--- config.mk ---
export PLATFORM = sky130hd
export DESIGN_NAME = gate_sequencer
export DESIGN_NICKNAME = d
export VERILOG_FILES = /design/src/rtl/gate_sequencer.sv
export SDC_FILE = /design/constraint.sdc
export NUM_CORES = 1
export LEC_CHECK = 0
export BUFFER_PORTS_ARGS = -buffer_cell sky130_fd_sc_hd__buf_2
export CORE_MARGIN = 5
export CORE_UTILIZATION = 38
export CTS_BUF_LIST = sky130_fd_sc_hd__clkbuf_16
export CTS_CLUSTER_DIAMETER = 50
export DETAILED_ROUTE_END_ITERATION = 8
export GPL_TIMING_DRIVEN = 0
export PLACE_DENSITY = 0.64
export SLEW_MARGIN = 10
export SYNTH_ARGS = -nofsm -noshare
export SYNTH_HDL_FRONTEND = slang
export SYNTH_SLANG_ARGS = --single-unit
--- constraint.sdc ---
create_clock -name clk -period 2.3 [get_ports clk]
set_input_delay 0.345 -clock clk [delete_from_list [all_inputs] [get_ports clk]]
set_output_delay 0.345 -clock clk [all_outputs]
set_load 0.02 [all_outputs]
--- src/rtl/gate_sequencer.sv ---
module gate_sequencer #(
  parameter int CLK_PS     = 10000,
  parameter int PROP_NS    = 20,
  parameter int DEAD_NS    = 30,
  parameter int MIN_ON_NS  = 40,
  parameter int MIN_OFF_NS = 140,
  parameter int FORCE_NS   = 175
) (
  input  logic clk,
  input  logic rst_n,
  input  logic enable,
  input  logic supply_ok,
  input  logic pwm_in,
  input  logic bg_low_in,
  input  logic ph_low_in,
  output logic tg_out,
  output logic bg_out
);

  function automatic int to_cyc(input int ns);
    int c;
    c = (ns * 1000 + CLK_PS - 1) / CLK_PS;
    return (c < 1) ? 1 : c;
  endfunction

  function automatic int max2(input int a, input int b);
    return (a > b) ? a : b;
  endfunction

  localparam int PROP_C    = to_cyc(PROP_NS);
  localparam int DEAD_C    = to_cyc(DEAD_NS);
  localparam int MIN_ON_C  = to_cyc(MIN_ON_NS);
  localparam int MIN_OFF_C = to_cyc(MIN_OFF_NS);
  localparam int FORCE_C   = to_cyc(FORCE_NS);
  localparam int CMAX      = max2(max2(max2(PROP_C, DEAD_C), max2(MIN_ON_C, MIN_OFF_C)), FORCE_C);
  localparam int CW        = $clog2(CMAX + 1);

  localparam logic [CW-1:0] K_PROP   = CW'(PROP_C - 1);
  localparam logic [CW-1:0] K_DEAD   = CW'(DEAD_C - 1);
  localparam logic [CW-1:0] K_MINON  = CW'(MIN_ON_C - 1);
  localparam logic [CW-1:0] K_MINOFF = CW'(MIN_OFF_C - 1);
  localparam logic [CW-1:0] K_FORCE  = CW'(FORCE_C - 1);
  localparam logic [CW-1:0] K_SAT    = CW'(CMAX);
  localparam logic [CW-1:0] K_OFFSAT = CW'(MIN_OFF_C);
  localparam logic [CW-1:0] K_ONSAT  = CW'(MIN_ON_C);

  typedef enum logic [2:0] {
    S_IDLE, S_BG_ON, S_BG_DROP, S_DEAD, S_TG_ON, S_TG_DROP, S_BG_WAIT
  } seq_t;

  seq_t          state;
  logic [CW-1:0] cnt;
  logic [CW-1:0] offc;
  logic [1:0]    pwm_q, bgl_q, phl_q;

  wire active = enable & supply_ok;
  wire pwm_s  = pwm_q[1];
  wire bgl_s  = bgl_q[1];
  wire phl_s  = phl_q[1];
  wire bg_st  = (state == S_BG_ON) || (state == S_BG_DROP);
  wire tg_st  = (state == S_TG_ON) || (state == S_TG_DROP);
  wire off_ok = offc >= K_MINOFF;

  assign tg_out = active & tg_st;
  assign bg_out = active & bg_st;

  always_ff @(posedge clk or negedge rst_n)
    if (!rst_n) begin
      pwm_q <= '0;
      bgl_q <= '0;
      phl_q <= '0;
    end else begin
      pwm_q <= {pwm_q[0], pwm_in};
      bgl_q <= {bgl_q[0], bg_low_in};
      phl_q <= {phl_q[0], ph_low_in};
    end

  always_ff @(posedge clk or negedge rst_n)
    if (!rst_n)            offc <= '0;
    else if (bg_st)        offc <= '0;
    else if (offc != K_OFFSAT) offc <= offc + 1'b1;

  always_ff @(posedge clk or negedge rst_n)
    if (!rst_n) begin
      state <= S_IDLE;
      cnt   <= '0;
    end else if (!active) begin
      state <= S_IDLE;
      cnt   <= '0;
    end else begin
      case (state)
        S_IDLE: begin
          cnt   <= '0;
          state <= pwm_s ? S_DEAD : S_BG_WAIT;
        end
        S_BG_ON: begin
          cnt <= '0;
          if (pwm_s) state <= S_BG_DROP;
        end
        S_BG_DROP:
          if (cnt == K_PROP) begin
            state <= S_DEAD;
            cnt   <= '0;
          end else cnt <= cnt + 1'b1;
        S_DEAD:
          if (!bgl_s) cnt <= '0;
          else if (cnt == K_DEAD) begin
            state <= S_TG_ON;
            cnt   <= '0;
          end else cnt <= cnt + 1'b1;
        S_TG_ON:
          if (!pwm_s && cnt >= K_MINON) begin
            state <= S_TG_DROP;
            cnt   <= '0;
          end else if (cnt != K_SAT) cnt <= cnt + 1'b1;
        S_TG_DROP: begin
          cnt <= cnt + 1'b1;
          if (cnt == K_PROP) state <= S_BG_WAIT;
        end
        S_BG_WAIT:
          if (pwm_s) begin
            state <= S_DEAD;
            cnt   <= '0;
          end else if ((phl_s || cnt >= K_FORCE) && off_ok) begin
            state <= S_BG_ON;
            cnt   <= '0;
          end else if (cnt != K_SAT) cnt <= cnt + 1'b1;
        default: begin
          state <= S_IDLE;
          cnt   <= '0;
        end
      endcase
    end

  logic [CW-1:0] ton_run, boff_run;

  always_ff @(posedge clk or negedge rst_n)
    if (!rst_n) begin
      ton_run  <= '0;
      boff_run <= '0;
    end else begin
      ton_run  <= !tg_out ? '0 : (ton_run == K_ONSAT) ? ton_run : ton_run + 1'b1;
      boff_run <= bg_out ? '0 : (boff_run == K_OFFSAT) ? boff_run : boff_run + 1'b1;
    end

  p_no_overlap_r3: assert property (@(posedge clk) disable iff (!rst_n)
    !(tg_out && bg_out));

  p_idle_when_off_r2: assert property (@(posedge clk) disable iff (!rst_n)
    !active |=> (state == S_IDLE));

  p_tg_after_bglow_r5: assert property (@(posedge clk) disable iff (!rst_n)
    $rose(tg_out) |-> $past(bgl_s));

  p_min_on_r9: assert property (@(posedge clk) disable iff (!rst_n)
    ($fell(tg_out) && active) |-> (ton_run >= K_ONSAT));

  p_min_off_r10: assert property (@(posedge clk) disable iff (!rst_n)
    $rose(bg_out) |-> (boff_run >= K_OFFSAT));

endmodule

==> flow_summary.ini <==
[run_status]
status = complete, no violations

[floorplanning]
initial_utilization = 0.387
chipHeight_um = 65.3
dieArea_um2 = 4260
core_area_um2 = 3000
rows = 20
chipWidth_um = 65.3
io_pins = 9

[global_route]
grt_pass1_vias = 893
grt_max_degree = 20
grt_pass1_wl_um = 3890
antenna_found_initial = 0
grt_overflow = 0
gr-usage-all-layers = 0.118

[detailed_routing]
routedWlPerCell_um = 13.1
via_count = 933
drc = 0
detail-route-antenna-nets = 0
via_per_inst = 5.49
routed_wl_um = 2230
dr.pass1.iters = 4
drtIter0Drc = 34

[place]
port_buffers = 8
hpwl_um = 1650
gp_congestion = 0.863

[synth]
synthArstFlopShare = 1.00
netlist.area_leader.share = 0.409
synth_edf_count = 0
synth_area_um2 = 1160
synthDistinctLibCells = 38
ys_seq_area_frac = 0.409
yosysTopAreaCell = dfrtp_1
synth_cells = 125
synth_ff_type = dfrtp_1
yosys-top-cells-area = dfrtp_1 41%, ha_1 6.5%, nor2_1 4.5%
avgSynthCellArea_um2 = 9.29
ys_ff_latch = 19
synth_nets = 138
synth_warnings = 0

[clock_tree]
clk_path_buf_depth = 2
cts_tree = built
cts_sinks = 19
path_clk_slew_ns = 0.06
cts_buffers = 3
htreeDepth = 1
clk_latency_ns = 0.25
root_buffer = clkbuf_16
post-cts-setup-buffer-count = 0

[final_layout]
drive_above_1_share = 0.175
synthToLayoutAreaGrowth_pct = 14.7
antenna_cells = 0
layout_commonest_cell = dfrtp_1
layout_common_cells = 19 x dfrtp_1, 14 x nor2_1, 10 x nand3_1, 10 x a21oi_1, 8 x buf_2
nets = 151
utilization = 0.443
n_fill_cell = 302

[critical_path]
worstSetupPathType = reg -> out
end_kind = output pin
crit_fanout = 10
worstPathArrival_ns = 1.80
cp.required_ns = 1.96
crit_path_start_kind = flip-flop

[sta]
hold_slack_ns = 0.0238
drv_slew = 0
max_freq_ghz = 0.467
rsz0062_at_grt = false
fin_crit_ns = 2.14
final-setup-viol-count = 0
setup_tns_ns = 0
slew_headroom = 0.656
timing.final.crit_share = 0.931
hold_viol_final = 0
skew_ns = 0.00275
tightest_slew_ns = 0.516

[power]
vdd_ir_drop_max_uv = 415
powerDensity_nw_per_um2 = 822
leakagePower_nw = 0.566

[worst_hold_path]
hp-class = in -> async

[run]
max_cap_viol_count = 0
[sequential cells by signal, summed over array words and instances (netlist names)]
signal  flops
bgl_q       2
cnt         5
offc        5
pwm_q       2
state       3
phl_q       2
[worst paths after layout]
kind / endpoint / start / slack, ns / depth (start not counted)
min reg2reg: phl_q[1] / phl_q[0] / 0.34 / 0
max: bg_out / state[1] / 0.16 / 5
max in group asynchronous: state[2] / rst_n / 1.98 / 1
max reg2reg: state[0] / cnt[1] / 0.22 / 7
min: cnt[4] / rst_n / 0.02 / 1
min in group clk: pwm_q[0] / pwm_in / 0.19 / 1
[per-stage QoR]
step / power, W / cell area [um^2] / setup slack (ns) / instances
floorplan: 0.000668 / 1160 / 0.490 / 125
detailed placement: 0.000740 / 1240 / 0.210 / 166
global route: 0.00117 / 1330 / 0.00630 / 170
global placement: 0.000732 / 1240 / 0.254 / 166
CTS: 0.00111 / 1330 / 0.129 / 170
finish: 0.00109 / 1330 / 0.159 / 170
[routing by layer]
metal,vias up,GRT usage,part of all wire
met5,-,0,0
met4,0,0.0699,0.024
met3,5,0.0205,0.026
met2,11,0.197,0.48
met1,449,0.142,0.47
li1,468,-,-
[cell type report]
| cell class | instances | area [um^2] | share of cell area |
|---|---|---|---|
| inverter | 7 | 26.3 | 0.0197 |
| clock inverter | 1 | 7.51 | 0.00564 |
| buffer | 4 | 46.3 | 0.0348 |
| sequential | 19 | 475 | 0.357 |
| multi-input combinational | 95 | 619 | 0.465 |
| clock buffer | 3 | 75.1 | 0.0564 |
| timing repair buffer | 8 | 40.0 | 0.0301 |
| tap | 33 | 41.3 | 0.0310 |
[power by group]
| part | internal, W | switching (W) | total (W) |
|---|---|---|---|
| clock network | 0.000235 | 0.000129 | 0.000364 |
| logic | 0.000132 | 0.000152 | 0.000284 |
| registers | 0.000385 | 0.0000621 | 0.000447 |
| total | 0.000753 | 0.000342 | 0.00109 |
[critical path, cell delays in order, from the launching register on]
cell and delay [ns]:
dfrtp_1 0.43, clkbuf_8 0.18, nand2b_1 0.15, a21oi_1 0.42
nor2b_1 0.18, buf_2 0.17
[synth_stat cells (2+ instances only)]
cell type,number
dfrtp_1,19
clkbuf_8,2
nor3_1,7
o21ai_0,6
nand3_1,10
xor2_1,2
nand3b_1,2
nand2_1,6
ha_1,6
or3_1,2
nand2b_1,4
xnor2_1,3
nor2_1,14
a21oi_1,10
a211oi_1,2
and3_1,2
inv_1,7
[what timing repair did]
action / 4_1_cts / 5_1_grt
hold buffers: 0 / 0
endpoints found under the setup margin: 0 / 1
gates resized for setup: 0 / 1
hold endpoints to repair: 0 / 0
[kinds of logic after synthesis]
group | synth area share
AND/OR/NAND/NOR | 0.258
AO/OA/AOI/OAI | 0.159
flip-flops | 0.409
buffers and inverters | 0.0625
adder cells (fa/ha/maj) | 0.0647
XOR/XNOR | 0.0377
multiplexers | 0.00862
Note: power is estimated with default switching activity, not from simulation.
